### src/rtl/usbseq_pkg.sv
package usbseq_pkg;

  typedef enum logic [3:0] {
    ST_IDLE,
    ST_CHECK,
    ST_POR,
    ST_REF,
    ST_HDIV,
    ST_HEN,
    ST_HREL,
    ST_PORX,
    ST_TON,
    ST_TOFF,
    ST_OREL,
    ST_OEN,
    ST_PREL,
    ST_HOST,
    ST_DONE
  } seq_state_e;

  typedef struct packed {
    logic       sel;
    logic [1:0] div;
    logic       err;
  } refcfg_t;

  function automatic int unsigned max_u(input int unsigned a, input int unsigned b);
    return (a > b) ? a : b;
  endfunction

  // reference rate in MHz and source kind to select/divider codes
  function automatic refcfg_t decode_ref(input int unsigned mhz, input logic xtal);
    refcfg_t r;
    r.sel = ~xtal;
    r.err = 1'b0;
    case (mhz)
      32'd12:  r.div = 2'd0;
      32'd24:  r.div = 2'd1;
      32'd48:  r.div = 2'd2;
      default: begin
        r.div = 2'd0;
        r.err = 1'b1;
      end
    endcase
    return r;
  endfunction

  // I/O-to-130MHz ratio to host divider value
  function automatic logic [3:0] map_hdiv(input int unsigned ratio);
    logic [3:0] d;
    if (ratio == 0)       d = 4'd1;
    else if (ratio <= 4)  d = 4'(ratio);
    else if (ratio == 5)  d = 4'd4;
    else if (ratio <= 7)  d = 4'd6;
    else if (ratio <= 11) d = 4'd8;
    else                  d = 4'd12;
    return d;
  endfunction

endpackage

### src/rtl/usbseq_timer.sv
module usbseq_timer #(
  parameter int CW = 8
) (
  input  logic          clk_io,
  input  logic          rst_n,
  input  logic          load,
  input  logic [CW-1:0] load_val,
  output logic          zero
);

  logic [CW-1:0] cnt_q;
  logic [CW-1:0] cnt_d;

  always_comb begin
    cnt_d = cnt_q;
    if (load)
      cnt_d = load_val;
    else if (cnt_q != '0)
      cnt_d = cnt_q - 1'b1;
  end

  always_ff @(posedge clk_io or negedge rst_n) begin
    if (!rst_n) cnt_q <= '0;
    else        cnt_q <= cnt_d;
  end

  assign zero = (cnt_q == '0);

endmodule

### src/rtl/usbseq_users.sv
module usbseq_users #(
  parameter int CNT_W = 4
) (
  input  logic             clk_io,
  input  logic             rst_n,
  input  logic             inc,
  input  logic             dec,
  output logic [CNT_W-1:0] cnt,
  output logic             first
);

  localparam logic [CNT_W-1:0] CMAX = '1;

  logic [CNT_W-1:0] cnt_q;
  logic [CNT_W-1:0] cnt_d;

  always_comb begin
    cnt_d = cnt_q;
    case ({inc, dec})
      2'b10:   if (cnt_q != CMAX) cnt_d = cnt_q + 1'b1;
      2'b01:   if (cnt_q != '0)   cnt_d = cnt_q - 1'b1;
      default: cnt_d = cnt_q;
    endcase
  end

  always_ff @(posedge clk_io or negedge rst_n) begin
    if (!rst_n) cnt_q <= '0;
    else        cnt_q <= cnt_d;
  end

  assign cnt   = cnt_q;
  assign first = inc & ~dec & (cnt_q == '0);

endmodule

### src/rtl/usbseq_cfg.sv
module usbseq_cfg
  import usbseq_pkg::*;
#(
  parameter int RATE_W  = 8,
  parameter int RATIO_W = 8
) (
  input  logic               clk_io,
  input  logic               rst_n,
  input  logic               ld_ref,
  input  logic               ld_div,
  input  logic [RATE_W-1:0]  ref_mhz,
  input  logic               ref_xtal,
  input  logic [RATIO_W-1:0] io_ratio,
  output logic               refclk_sel,
  output logic [1:0]         refclk_div,
  output logic               rate_err,
  output logic [3:0]         host_div
);

  refcfg_t    ref_q;
  refcfg_t    ref_d;
  logic [3:0] div_q;
  logic [3:0] div_d;

  always_comb begin
    ref_d = ref_q;
    div_d = div_q;
    if (ld_ref) ref_d = decode_ref(32'(ref_mhz), ref_xtal);
    if (ld_div) div_d = map_hdiv(32'(io_ratio));
  end

  always_ff @(posedge clk_io or negedge rst_n) begin
    if (!rst_n) begin
      ref_q <= '0;
      div_q <= '0;
    end else begin
      ref_q <= ref_d;
      div_q <= div_d;
    end
  end

  assign refclk_sel = ref_q.sel;
  assign refclk_div = ref_q.div;
  assign rate_err   = ref_q.err;
  assign host_div   = div_q;

endmodule

### src/rtl/usb_rst_seq.sv
module usb_rst_seq
  import usbseq_pkg::*;
#(
  parameter int RATE_W   = 8,
  parameter int RATIO_W  = 8,
  parameter int CNT_W    = 4,
  parameter int DIV_WAIT = 64,
  parameter int CYC_1MS  = 600000,
  parameter int CYC_1US  = 600,
  parameter int CYC_10NS = 6,
  parameter int CYC_20NS = 12
) (
  input  logic               clk_io,
  input  logic               rst_n,
  input  logic               start_req,
  input  logic               stop_req,
  input  logic [RATE_W-1:0]  ref_mhz,
  input  logic               ref_xtal,
  input  logic [RATIO_W-1:0] io_ratio,
  output logic               if_clk_en,
  output logic               phy_por,
  output logic               phy_test_rst,
  output logic               phy_port_rst_n,
  output logic               hdiv_rst_n,
  output logic               hdiv_en,
  output logic               odiv_rst_n,
  output logic               odiv_en,
  output logic               host_rst_n,
  output logic               refclk_sel,
  output logic [1:0]         refclk_div,
  output logic [3:0]         host_div,
  output logic               rate_err,
  output logic               seq_done,
  output logic [CNT_W-1:0]   user_cnt
);

  localparam int unsigned MAXC = max_u(max_u(32'(DIV_WAIT), 32'(CYC_1MS)),
                                       max_u(32'(CYC_1US),
                                             max_u(32'(CYC_10NS), 32'(CYC_20NS))));
  localparam int CW = $clog2(MAXC + 1);

  localparam logic [CW-1:0] L_DIV  = CW'(DIV_WAIT - 1);
  localparam logic [CW-1:0] L_1MS  = CW'(CYC_1MS - 1);
  localparam logic [CW-1:0] L_1US  = CW'(CYC_1US - 1);
  localparam logic [CW-1:0] L_10NS = CW'(CYC_10NS - 1);
  localparam logic [CW-1:0] L_20NS = CW'(CYC_20NS - 1);

  seq_state_e    st_q, st_d;
  logic          trig;
  logic          tmr_zero;
  logic          tmr_ld;
  logic [CW-1:0] tmr_val;

  logic ev_ifen, ev_por, ev_ref, ev_hdiv, ev_hen, ev_hrel, ev_porx;
  logic ev_ton, ev_toff, ev_orel, ev_oen, ev_prel, ev_host;

  usbseq_users #(.CNT_W(CNT_W)) u_users (
    .clk_io (clk_io),
    .rst_n  (rst_n),
    .inc    (start_req),
    .dec    (stop_req),
    .cnt    (user_cnt),
    .first  (trig)
  );

  usbseq_timer #(.CW(CW)) u_timer (
    .clk_io   (clk_io),
    .rst_n    (rst_n),
    .load     (tmr_ld),
    .load_val (tmr_val),
    .zero     (tmr_zero)
  );

  usbseq_cfg #(.RATE_W(RATE_W), .RATIO_W(RATIO_W)) u_cfg (
    .clk_io     (clk_io),
    .rst_n      (rst_n),
    .ld_ref     (ev_ref),
    .ld_div     (ev_hdiv),
    .ref_mhz    (ref_mhz),
    .ref_xtal   (ref_xtal),
    .io_ratio   (io_ratio),
    .refclk_sel (refclk_sel),
    .refclk_div (refclk_div),
    .rate_err   (rate_err),
    .host_div   (host_div)
  );

  // next state, step events and wait loads
  always_comb begin
    st_d    = st_q;
    tmr_ld  = 1'b0;
    tmr_val = '0;
    ev_ifen = 1'b0; ev_por  = 1'b0; ev_ref  = 1'b0; ev_hdiv = 1'b0;
    ev_hen  = 1'b0; ev_hrel = 1'b0; ev_porx = 1'b0; ev_ton  = 1'b0;
    ev_toff = 1'b0; ev_orel = 1'b0; ev_oen  = 1'b0; ev_prel = 1'b0;
    ev_host = 1'b0;
    unique case (st_q)
      ST_IDLE, ST_DONE: begin
        if (trig) begin
          ev_ifen = 1'b1;
          st_d    = ST_CHECK;
        end
      end
      ST_CHECK: st_d = host_rst_n ? ST_DONE : ST_POR;
      ST_POR: if (tmr_zero) begin
        ev_por = 1'b1;
        st_d   = ST_REF;
      end
      ST_REF: if (tmr_zero) begin
        ev_ref = 1'b1;
        st_d   = ST_HDIV;
      end
      ST_HDIV: if (tmr_zero) begin
        ev_hdiv = 1'b1;
        st_d    = ST_HEN;
      end
      ST_HEN: if (tmr_zero) begin
        ev_hen = 1'b1;
        st_d   = ST_HREL;
      end
      ST_HREL: if (tmr_zero) begin
        ev_hrel = 1'b1;
        tmr_ld  = 1'b1;
        tmr_val = L_DIV;
        st_d    = ST_PORX;
      end
      ST_PORX: if (tmr_zero) begin
        ev_porx = 1'b1;
        tmr_ld  = 1'b1;
        tmr_val = L_1MS;
        st_d    = ST_TON;
      end
      ST_TON: if (tmr_zero) begin
        ev_ton  = 1'b1;
        tmr_ld  = 1'b1;
        tmr_val = L_10NS;
        st_d    = ST_TOFF;
      end
      ST_TOFF: if (tmr_zero) begin
        ev_toff = 1'b1;
        tmr_ld  = 1'b1;
        tmr_val = L_20NS;
        st_d    = ST_OREL;
      end
      ST_OREL: if (tmr_zero) begin
        ev_orel = 1'b1;
        st_d    = ST_OEN;
      end
      ST_OEN: if (tmr_zero) begin
        ev_oen  = 1'b1;
        tmr_ld  = 1'b1;
        tmr_val = L_DIV;
        st_d    = ST_PREL;
      end
      ST_PREL: if (tmr_zero) begin
        ev_prel = 1'b1;
        tmr_ld  = 1'b1;
        tmr_val = L_1US;
        st_d    = ST_HOST;
      end
      ST_HOST: if (tmr_zero) begin
        ev_host = 1'b1;
        st_d    = ST_DONE;
      end
      default: st_d = ST_IDLE;
    endcase
  end

  always_ff @(posedge clk_io or negedge rst_n) begin
    if (!rst_n) st_q <= ST_IDLE;
    else        st_q <= st_d;
  end

  // reset and enable outputs, each written only on its own step events
  always_ff @(posedge clk_io or negedge rst_n) begin
    if (!rst_n) begin
      if_clk_en      <= 1'b0;
      phy_por        <= 1'b0;
      phy_test_rst   <= 1'b0;
      phy_port_rst_n <= 1'b0;
      hdiv_rst_n     <= 1'b0;
      hdiv_en        <= 1'b0;
      odiv_rst_n     <= 1'b0;
      odiv_en        <= 1'b0;
      host_rst_n     <= 1'b0;
      seq_done       <= 1'b0;
    end else begin
      if (ev_ifen) if_clk_en <= 1'b1;
      if (ev_por) begin
        phy_por        <= 1'b1;
        host_rst_n     <= 1'b0;
        phy_port_rst_n <= 1'b0;
        hdiv_rst_n     <= 1'b0;
        odiv_rst_n     <= 1'b0;
        hdiv_en        <= 1'b0;
        odiv_en        <= 1'b0;
      end
      if (ev_hen)  hdiv_en        <= 1'b1;
      if (ev_hrel) hdiv_rst_n     <= 1'b1;
      if (ev_porx) phy_por        <= 1'b0;
      if (ev_ton)  phy_test_rst   <= 1'b1;
      if (ev_toff) phy_test_rst   <= 1'b0;
      if (ev_orel) odiv_rst_n     <= 1'b1;
      if (ev_oen)  odiv_en        <= 1'b1;
      if (ev_prel) phy_port_rst_n <= 1'b1;
      if (ev_host) begin
        host_rst_n <= 1'b1;
        seq_done   <= 1'b1;
      end
    end
  end

endmodule

### config.mk
export PLATFORM = sky130hd
export DESIGN_NAME = usb_rst_seq
export DESIGN_NICKNAME = d
export VERILOG_FILES = /design/src/rtl/usbseq_pkg.sv /design/src/rtl/usbseq_timer.sv /design/src/rtl/usbseq_users.sv /design/src/rtl/usbseq_cfg.sv /design/src/rtl/usb_rst_seq.sv
export SDC_FILE = /design/constraint.sdc
export NUM_CORES = 1
export LEC_CHECK = 0
export ABC_CLOCK_PERIOD_IN_PS = 3740
export BUFFER_PORTS_ARGS = -buffer_cell sky130_fd_sc_hd__buf_2
export CORE_UTILIZATION = 40
export DETAILED_ROUTE_END_ITERATION = 10
export PLACE_DENSITY = 0.67
export SLEW_MARGIN = 20
export SYNTH_ARGS = -nofsm -noshare
export SYNTH_HDL_FRONTEND = slang
export SYNTH_SLANG_ARGS = --single-unit
### constraint.sdc
create_clock -name clk_io -period 3.74 [get_ports clk_io]
set_input_delay 0.561 -clock clk_io [delete_from_list [all_inputs] [get_ports clk_io]]
set_output_delay 0.561 -clock clk_io [all_outputs]
set_load 0.02 [all_outputs]
==> reports/metrics.cfg, run 1 <==
[sta]
rsz0062_at_grt=false
hold_violations=0
finalSetupViolations=0
worst_pin_slew_ns=0.854
relSlewSlack_pct=43.0
fin_crit_ns=2.73
report.final.slew_viol_count=0
fin_crit_sh_pct=72.9
clock_skew_ns=0.0129
fin_setup_tns_ns=0
fmax_ghz=0.367

[worst_setup_path]
path_class=reg2reg
cp.arrival_ns=2.92
critical_path.endpoint_type=flip-flop
cpPeakStageDelay_ns=0.59
r2r-start=u_timer.cnt_q[11]$_DFFE_PN0P_
worstSetupStartpoint=u_timer.cnt_q[11]$_DFFE_PN0P_
cp_data_required_time_ns=3.93
cp_slowest_cell=or4_4
crit_path_max_fanout=16
cp_cell_sequence=or4_4, nor4_2, nand2_1, nor4b_2, mux2_2
start_kind=flip-flop

[place]
dp_hpwl_um=3870
io_buffers=42
routabilityCongestion=0.801

[floorplan]
rows=29
start_util_pct=41.3
die_y_um=82.7
die_area_mm2=0.00684
ios=43
core_area_mm2=0.00631
die_w_um=82.7

[clock_tree]
insertion_delay_ns=0.30
cts.path.max_buffers=2
ctsResizeCount=0
cts_root_buf=clkbuf_8
cts_hold_buf=0
htree_levels=2
cts_buffers=5
post_cts_buffers=0
clock-sinks=46
cts_tree=done
clk_pin_slew_ns=0.09

[run]
cap_violations=0

[synthesis]
synth_nets=297
synth_ff_type=dfrtp_1
ys_seq_area_share_pct=44.2
synth_area_per_cell_um2=9.65
synth_xor_xnor_area_share_pct=5.72
syn_area_mm2=0.00260
synth_cell_types=55
synth-adder-area-share_pct=3.17
synth_edf_count=0
yosys.area_share.simple_pct=22.7
yosys_warnings=0
synth_compound_gate_area_share_pct=15.6
syn_inst=270
synth_top_family_by_area=simple AND/OR/NAND/NOR gates
ys_ff_latch=46
synthArstFlopShare_pct=100
synthMuxAreaShare_pct=4.66

[cells_and_area]
diodes=0
multiInputGateArea_mm2=0.00135
n_fill_cell=622
drive_gt1_share_pct=23.3
nets=335
final_cell_mix=dfrtp_1 (46), buf_2 (41), o21ai_0 (21)
final_common_cell=dfrtp_1
syn_to_final_growth_pct=14.1
regArea_mm2=0.00115
finish.utilization_pct=47.1

[global_routing]
grt_use_total_pct=17.6
grt_max_degree=47
grt_antenna_before_repair=0
grt_pass1_vias=1913
grt_pass1_wl_um=9240
grt_overflow=0

[routing]
wl_um=5490
ant_nets=0
drc=0
firstDrtPassIters=4
drt_iter0_drc=74
num_vias=2131
vias_per_cell=5.52
wire_per_inst_um=14.2

[power_and_ir_drop]
vdd_drop_max_mv=0.236
total_leakage_power_nw=1.35
power.density_mw_per_mm2=356

[run_status]
status=finished clean

[hold_path]
min_path_type=in2async

final timing paths:
kind | to | slack, ns | cells after the start
worst max-delay path | phy_test_rst$_DFFE_PN0P_ | 1.01 | 5
worst min-delay path | u_timer.cnt_q[12]$_DFFE_PN0P_ | 0.26 | 1
worst max register to register | phy_test_rst$_DFFE_PN0P_ | 1.01 | 5
worst min register to register | seq_done$_DFFE_PN0P_ | 0.47 | 2
max in group asynchronous | u_timer.cnt_q[4]$_DFFE_PN0P_ | 3.08 | 1
min in group clk_io | u_cfg.refclk_sel$_DFFE_PN0P_ | 0.44 | 2
logic make-up after synthesis:
family / after synthesis
xor+xnor: 17
compound gates: 65
mux: 11
buf+inv: 25
flops: 46
simple gates: 100
fa+ha+maj: 6
power breakdown:
part           internal (mW)  switching [mW]  total [mW]
sequential             0.520          0.0307       0.551
combinational         0.0680          0.0977       0.166
clock                  0.170           0.172       0.341
total                  0.758           0.300        1.06
worst max-delay path, delay by kind of cell, from the launching register on:
kind / cells / cell delay [ns]
flops: 1 / 0.44
mux: 1 / 0.36
simple gates: 4 / 1.81
synth_stat cells (6+ instances only):
master | instances | area share, %
inv_1 | 13 | 1.9
xnor2_1 | 6 | 2.0
o21ai_0 | 21 | 4.0
nor2_1 | 19 | 2.7
a21oi_1 | 17 | 3.3
nor3_1 | 13 | 2.5
mux2_2 | 9 | 3.9
dfrtp_1 | 46 | 44
nand2_1 | 19 | 2.7
nor4_1 | 7 | 1.7
xor2_1 | 11 | 3.7
nand3_1 | 9 | 1.7
area by class of cell:
cell class	count	area share, %
flip-flops and latches	46	38.7
clock inverters	1	0.295
well taps	77	3.24
inverters	13	1.64
multi-input cells	199	45.4
clock buffers	7	3.24
repair buffers	43	7.41
registers in the layout, summed over array words and instances (netlist names):
register / count
u_cfg.refclk_sel: 1
phy_test_rst: 1
phy_por: 1
st_q: 4
u_cfg.rate_err: 1
u_cfg.host_div: 4
phy_port_rst_n: 1
if_clk_en: 1
host_rst_n: 1
odiv_rst_n: 1
u_cfg.refclk_div: 2
u_timer.cnt_q: 20
hdiv_rst_n: 1
hdiv_en: 1
u_users.cnt: 4
seq_done: 1
odiv_en: 1
layer usage:
layer	wire length (µm)	track usage, %
met5	0	0
met4	55	4.14
met3	158	3.19
met2	2530	27.2
met1	2750	25.3
metrics by stage:
| stage | total power [mW] | hold slack [ns] | worst slack, ns | area [µm²] | instances |
|---|---|---|---|---|---|
| after floorplan | 0.666 | 0.265 | 1.50 | 2610 | 270 |
| after global placement | 0.726 | 0.455 | 1.18 | 2860 | 378 |
| after detailed placement | 0.729 | 0.451 | 1.07 | 2860 | 378 |
| after CTS | 1.06 | 0.439 | 1.07 | 2970 | 386 |
| after global routing | 1.11 | 0.302 | 0.885 | 2970 | 386 |
| final | 1.06 | 0.256 | 1.01 | 2970 | 386 |
Note: power is estimated with default switching activity, not from simulation.
==> run 2: changes to the inputs <==
- ABC_CLOCK_PERIOD_IN_PS: 3740 -> 2600
- clock period: 3.74 -> 2.6 ns (I/O delays scaled with it)
==> run 2 against run 1 <==
  * The flow now finishes with violations (negative hold slack)
  * Combinational power grew 48%
  * Count of clock-buffer cells in the layout shrank 1
  * Clock power grew 58%
  * Critical path type unchanged
  * Critical endpoint is now u_cfg.host_div[1]$_DFFE_PN0P_
  * Largest cell class unchanged
==> reports/metrics.cfg, run 2 (synthesis gave the netlist of run 1 again) <==
[routing]
firstDrtPassIters=5  ; was 4
wire_per_inst_um=14.4  ; was 14.2 µm
num_vias=2193  ; was 2131
top_layer=met4  ; unchanged
drc=0  ; unchanged
ant_nets=0  ; unchanged
wl_um=5650  ; was 5490 µm
drt_iter0_drc=108  ; was 74
met2WireLength_um=2670  ; was 2530 µm
vias_per_cell=5.59  ; was 5.52
dr_wl_met3_um=196  ; was 158 µm
wl_met1_um=2760  ; was 2750 µm

[worst_setup_path]
crit_path_max_fanout=13  ; was 16
crit_family=simple AND/OR/NAND/NOR gates  ; unchanged
r2r-start=u_timer.cnt_q[4]$_DFFE_PN0P_  ; was u_timer.cnt_q[11]$_DFFE_PN0P_
cp_slowest_cell=or4_4  ; unchanged
cp_data_required_time_ns=2.78  ; was 3.93 ns
cp.arrival_ns=2.61  ; was 2.92 ns
path_class=reg2reg  ; unchanged
start_kind=flip-flop  ; unchanged
worst-path-buf-inv=0  ; unchanged
rr_worst_depth=5  ; unchanged
cp_cell_sequence=or4_4, or3b_1, nor2_8, nand3_2, mux2_2  ; was or4_4, nor4_2, nand2_1, nor4b_2, mux2_2
cpPeakStageDelay_ns=0.57  ; was 0.59 ns
rr_endpoint=u_cfg.host_div[1]$_DFFE_PN0P_  ; was phy_test_rst$_DFFE_PN0P_
rrSetupSlack_ns=0.17  ; was 1.01 ns
critical_path.endpoint_type=flip-flop  ; unchanged

[clock_tree]
cts_buffers=5  ; unchanged
post_cts_buffers=0  ; unchanged
cts_tree=done  ; unchanged
htree_levels=2  ; unchanged
clock-sinks=46  ; unchanged
clk_pin_slew_ns=0.08  ; was 0.09 ns
insertion_delay_ns=0.29  ; was 0.30 ns
cts.path.max_buffers=2  ; unchanged
cts_hold_buf=0  ; unchanged
ctsResizeCount=0  ; unchanged
cts_root_buf=clkbuf_8  ; unchanged

[cells_and_area]
top_register=u_timer.cnt_q  ; unchanged
regArea_mm2=0.00115  ; unchanged
diodes=0  ; unchanged
drive_gt1_share_pct=24.8  ; was 23.3%
n_fill_cell=642  ; was 622
final_cell_mix=dfrtp_1 (46), buf_2 (42), o21ai_0 (21)  ; was dfrtp_1 (46), buf_2 (41), o21ai_0 (21)
final_area_mm2=0.00303  ; was 0.00297 mm²
nets=342  ; was 335
syn_to_final_growth_pct=16.3  ; was 14.1%
multiInputGateArea_mm2=0.00135  ; unchanged
largest_reg_flops=20  ; unchanged
final_common_cell=dfrtp_1  ; unchanged

[place]
routabilityCongestion=0.792  ; was 0.801
io_buffers=42  ; unchanged
placed_cell_area_mm2=0.00292  ; was 0.00286 mm²
dp_hpwl_um=4090  ; was 3870 µm

[power_and_ir_drop]
p_total_mw=1.58  ; was 1.06 mW
power.density_mw_per_mm2=520  ; was 356 mW/mm²
total_leakage_power_nw=1.39  ; was 1.35 nW
p_int_mw=1.16  ; was 758 µW
seqPwrFrac_pct=50.2  ; was 52.1%
vdd_drop_max_mv=0.355  ; was 0.236 mV
power.switching_uw=420  ; was 300 µW
pwr-share-comb_pct=15.6  ; was 15.7%
p_clk_share_pct=34.2  ; was 32.3%
sw_frac_of_total_pct=26.7  ; was 28.4%

[sta]
fmax_ghz=0.412  ; was 0.367 GHz
hold_violations=4  ; was 0
fin_crit_ns=2.43  ; was 2.73 ns
fin_crit_sh_pct=93.3  ; was 72.9%
finalSetupViolations=0  ; unchanged
worst_pin_slew_ns=0.863  ; was 0.854 ns
fin_setup_tns_ns=0  ; unchanged
report.final.slew_viol_count=0  ; unchanged
clock_skew_ns=0.00765  ; was 0.0129 ns
hold_slack_ns=-0.00533  ; was 0.256 ns
relSlewSlack_pct=42.5  ; was 43.0%
rsz0062_at_grt=false  ; unchanged

[run_status]
violations=negative hold slack
status=finished with violations  ; was finished clean

[global_routing]
grt_max_degree=33  ; was 47
grt_antenna_before_repair=0  ; unchanged
grt_use_total_pct=17.5  ; was 17.6%
grt_pass1_vias=1922  ; was 1913
grt_overflow=0  ; unchanged
grt_pass1_wl_um=9190  ; was 9240 µm

[run]
cap_violations=0  ; unchanged

[floorplan]
die_w_um=82.7  ; unchanged
die_y_um=82.7  ; unchanged
die_area_mm2=0.00684  ; unchanged
ios=43  ; unchanged
start_util_pct=41.3  ; unchanged
rows=29  ; unchanged
core_area_mm2=0.00631  ; unchanged

[hold_path]
min_path_type=in2async  ; unchanged

-- run 2: cell count changes in the layout (fill, tap and decap cells not counted) --
cell / delta
buf_2: +1
buf_4: +6
bufinv_16: +1
clkbuf_8: -1
clkinv_4: -1
-- run 2: per-stage QoR --
| stage | setup slack (ns) | instances | hold WS, ns | utilization (%) |
|---|---|---|---|---|
| floorplan | 0.364 | 270 | 0.0944 | - |
| global route | 0.0813 | 392 | 0.0151 | 48.0 |
| detailed placement | 0.175 | 385 | 0.320 | 46.2 |
| global placement | 0.242 | 385 | 0.321 | 46.2 |
| finish | 0.174 | 392 | -0.00533 | 48.0 |
| CTS | 0.171 | 392 | 0.00502 | 48.0 |
-- run 2: how the worst max path moves through the flow --
stage	startpoint	end	slack, ns	cells past startpoint
after floorplan	u_timer.cnt_q[11]$_DFFE_PN0P_	st_q[2]$_DFFE_PN0P_	0.36	6
after global placement	u_timer.cnt_q[4]$_DFFE_PN0P_	u_cfg.host_div[1]$_DFFE_PN0P_	0.24	5
after detailed placement	u_timer.cnt_q[4]$_DFFE_PN0P_	u_cfg.host_div[1]$_DFFE_PN0P_	0.17	5
after CTS	u_timer.cnt_q[4]$_DFFE_PN0P_	u_cfg.host_div[1]$_DFFE_PN0P_	0.17	5
after global routing	u_timer.cnt_q[10]$_DFFE_PN0P_	phy_port_rst_n$_DFFE_PN0P_	0.08	6
final	u_timer.cnt_q[4]$_DFFE_PN0P_	u_cfg.host_div[1]$_DFFE_PN0P_	0.17	5
-- run 2: routing by layer --
layer	GRT usage [%]	vias up
met5	0	-
met4	3.10	0
met3	3.52	6
met2	28.0	55
met1	24.6	1062
li1	-	1070
-- run 2: final cells by class --
| class | count | share of cell area [%] |
|---|---|---|
| sequential | 46 | 38.0 |
| clock inverter | 1 | 0.991 |
| timing repair buffer | 50 | 8.92 |
| clock buffer | 6 | 2.73 |
| tap | 77 | 3.18 |
| multi-input combinational | 199 | 44.6 |
| inverter | 13 | 1.61 |
-- run 2: power groups by stage --
| stage | logic (mW) | clock network [mW] | registers [mW] |
|---|---|---|---|
| after floorplan | 0.118 | 0 | 0.839 |
| after global placement | 0.241 | 0 | 0.806 |
| after detailed placement | 0.248 | 0 | 0.806 |
| after CTS | 0.248 | 0.554 | 0.792 |
| after global routing | 0.277 | 0.581 | 0.799 |
| final | 0.245 | 0.539 | 0.792 |
==> run 3: changes to the inputs <==
- GPL_TIMING_DRIVEN: default -> 0
- MAX_ROUTING_LAYER: default -> met4
==> run 3 against run 2 <==
  * The run now ends clean
  * Core utilization up 0.24 points
  * Clock power increased by 2%
  * Maximum frequency is 1.2% lower
  * Final cell count up 1.0%
  * Worst hold slack improved by 0.093 ns
  * Clock skew rose by 0.0052 ns
  * Setup slack got worse by 0.030 ns
  * Sequential cell count unchanged
  * Design area increased by 0.50%
  * Combinational power about the same
  * Wire length grew 4.7%
  * Total power grew 0.64%
  * Highest routed layer unchanged
==> reports/metrics.cfg, run 3 (synthesis gave the netlist of run 1 again) <==
[run_status]
status=finished clean  ; was finished with violations

[global_routing]
met3_usage_pct=3.74  ; was 3.52%
grt_max_degree=47  ; was 33
use_met2_pct=32.3  ; was 28.0%
grt_overflow=0  ; unchanged
grt_use_total_pct=19.8  ; was 17.5%
grt_pass1_wl_um=9910  ; was 9190 µm
grt_antenna_before_repair=0  ; unchanged
grt_pass1_vias=2079  ; was 1922
gr-usage-met1_pct=25.1  ; was 24.6%
busiest_layer=met2  ; unchanged

[worst_setup_path]
critical_path.endpoint_type=flip-flop  ; unchanged
cp_data_required_time_ns=2.84  ; was 2.78 ns
path_class=reg2reg  ; unchanged
start_kind=flip-flop  ; unchanged
cp.arrival_ns=2.70  ; was 2.61 ns
crit_path_max_fanout=7  ; was 13

[cells_and_area]
drive_gt1_share_pct=23.2  ; was 24.8%
syn_to_final_growth_pct=16.9  ; was 16.3%
regArea_mm2=0.00115  ; unchanged
largest_reg_flops=20  ; unchanged
multiInputGateArea_mm2=0.00137  ; was 0.00135 mm²
diodes=0  ; unchanged
finish.utilization_pct=48.2  ; was 48.0%
top_register=u_timer.cnt_q  ; unchanged
n_fill_cell=620  ; was 642
final_cells=396  ; was 392
final_cell_mix=dfrtp_1 (46), buf_2 (43), o21ai_0 (20)  ; was dfrtp_1 (46), buf_2 (42), o21ai_0 (21)
final_common_cell=dfrtp_1  ; unchanged
nets=346  ; was 342

[clock_tree]
cts_tree=done  ; unchanged
clk_pin_slew_ns=0.09  ; was 0.08 ns
cts_buffers=5  ; unchanged
cts_root_buf=clkbuf_8  ; unchanged
insertion_delay_ns=0.31  ; was 0.29 ns
htree_levels=2  ; unchanged
cts_hold_buf=0  ; unchanged
clock-sinks=46  ; unchanged
cts.path.max_buffers=2  ; unchanged
post_cts_buffers=0  ; unchanged

[hold_path]
min_path_type=in2async  ; unchanged

[sta]
fin_crit_sh_pct=94.4  ; was 93.3%
hold_violations=0  ; was 4
fmax_ghz=0.407  ; was 0.412 GHz
relSlewSlack_pct=51.2  ; was 42.5%
finalSetupViolations=0  ; unchanged
worst_pin_slew_ns=0.726  ; was 0.863 ns
report.final.slew_viol_count=0  ; unchanged
clock_skew_ns=0.0128  ; was 0.00765 ns
hold_slack_ns=0.0874  ; was -0.00533 ns
fin_crit_ns=2.46  ; was 2.43 ns

[power_and_ir_drop]
seqPwrFrac_pct=49.9  ; was 50.2%
total_leakage_power_nw=1.38  ; was 1.39 nW
pwr-share-comb_pct=15.4  ; was 15.6%
power.density_mw_per_mm2=521  ; was 520 mW/mm²
power.switching_uw=430  ; was 420 µW
vdd_drop_max_mv=0.450  ; was 0.355 mV
p_int_mw=1.16  ; about the same
p_clk_share_pct=34.7  ; was 34.2%
p_total_mw=1.59  ; was 1.58 mW
sw_frac_of_total_pct=27.1  ; was 26.7%

[routing]
drc=0  ; unchanged
num_vias=2207  ; was 2193
ant_nets=0  ; unchanged
wire_per_inst_um=14.9  ; was 14.4 µm
wl_um=5920  ; was 5650 µm
vias_per_cell=5.57  ; was 5.59
firstDrtPassIters=4  ; was 5
drt_iter0_drc=131  ; was 108

[floorplan]
die_area_mm2=0.00684  ; unchanged
die_w_um=82.7  ; unchanged
ios=43  ; unchanged
rows=29  ; unchanged
start_util_pct=41.3  ; unchanged
die_y_um=82.7  ; unchanged
core_area_mm2=0.00631  ; unchanged

[place]
dp_hpwl_um=4240  ; was 4090 µm
place_inst=389  ; was 385
io_buffers=42  ; unchanged
routabilityCongestion=0.914  ; was 0.792

[run]
cap_violations=0  ; unchanged

==> run 3: cell type report <==
type,count,share of cell area (%)
buffer,12,1.81
clock buffer,6,2.71
clock inverter,1,0.986
inverter,13,1.60
multi-input combinational,199,44.9
sequential,46,37.8
tap,77,3.16
timing repair buffer,42,6.99
==> run 3: metal layers <==
metal	up-vias	share of wire [%]
met5	-	0
met4	0	0.86
met3	7	3.2
met2	44	50
met1	1078	46
li1	1078	-
==> run 3: worst max-delay path, cell delays in order (launching register included) <==
cell and delay (ns):
dfrtp_1 0.42, or4_4 0.59, or3b_1 0.35, buf_2 0.19, nor4_1 0.51, mux2_2 0.25
a211o_1 0.09
==> run 3: final timing paths <==
path / from / end / slack [ns] / depth (start not counted)
max: u_timer.cnt_q[4]$_DFFE_PN0P_ / st_q[2]$_DFFE_PN0P_ / 0.14 / 6
min: rst_n / u_timer.cnt_q[8]$_DFFE_PN0P_ / 0.09 / 1
max reg2reg: u_timer.cnt_q[4]$_DFFE_PN0P_ / st_q[2]$_DFFE_PN0P_ / 0.14 / 6
min reg2reg: seq_done$_DFFE_PN0P_ / seq_done$_DFFE_PN0P_ / 0.47 / 2
max in group asynchronous: rst_n / u_timer.cnt_q[6]$_DFFE_PN0P_ / 2.12 / 1
min in group clk_io: ref_xtal / u_cfg.refclk_sel$_DFFE_PN0P_ / 0.27 / 2
==> run 3: power by group through the flow <==
stage	Sequential [mW]	Clock, mW	Combinational [mW]
global placement	0.805	0	0.237
detailed placement	0.806	0	0.248
CTS	0.791	0.556	0.249
global route	0.799	0.583	0.283
finish	0.791	0.550	0.244
floorplan	0.839	0	0.118
==> run 3: stage by stage <==
step / area, µm² / worst slack [ns] / TNS (ns)
after floorplan: 2610 / 0.364 / 0
after global placement: 2910 / 0.0726 / 0
after detailed placement: 2910 / -0.000468 / -0.000468
after CTS: 3030 / 0.0438 / 0
after global routing: 3040 / -0.00149 / -0.00149
final: 3040 / 0.145 / 0
==> run 3: what timing repair did <==
action / 4_1_cts / 5_1_grt
resized for setup: 1 / 3
hold endpoints to repair: 0 / 0
endpoints found under the setup margin: 1 / 7
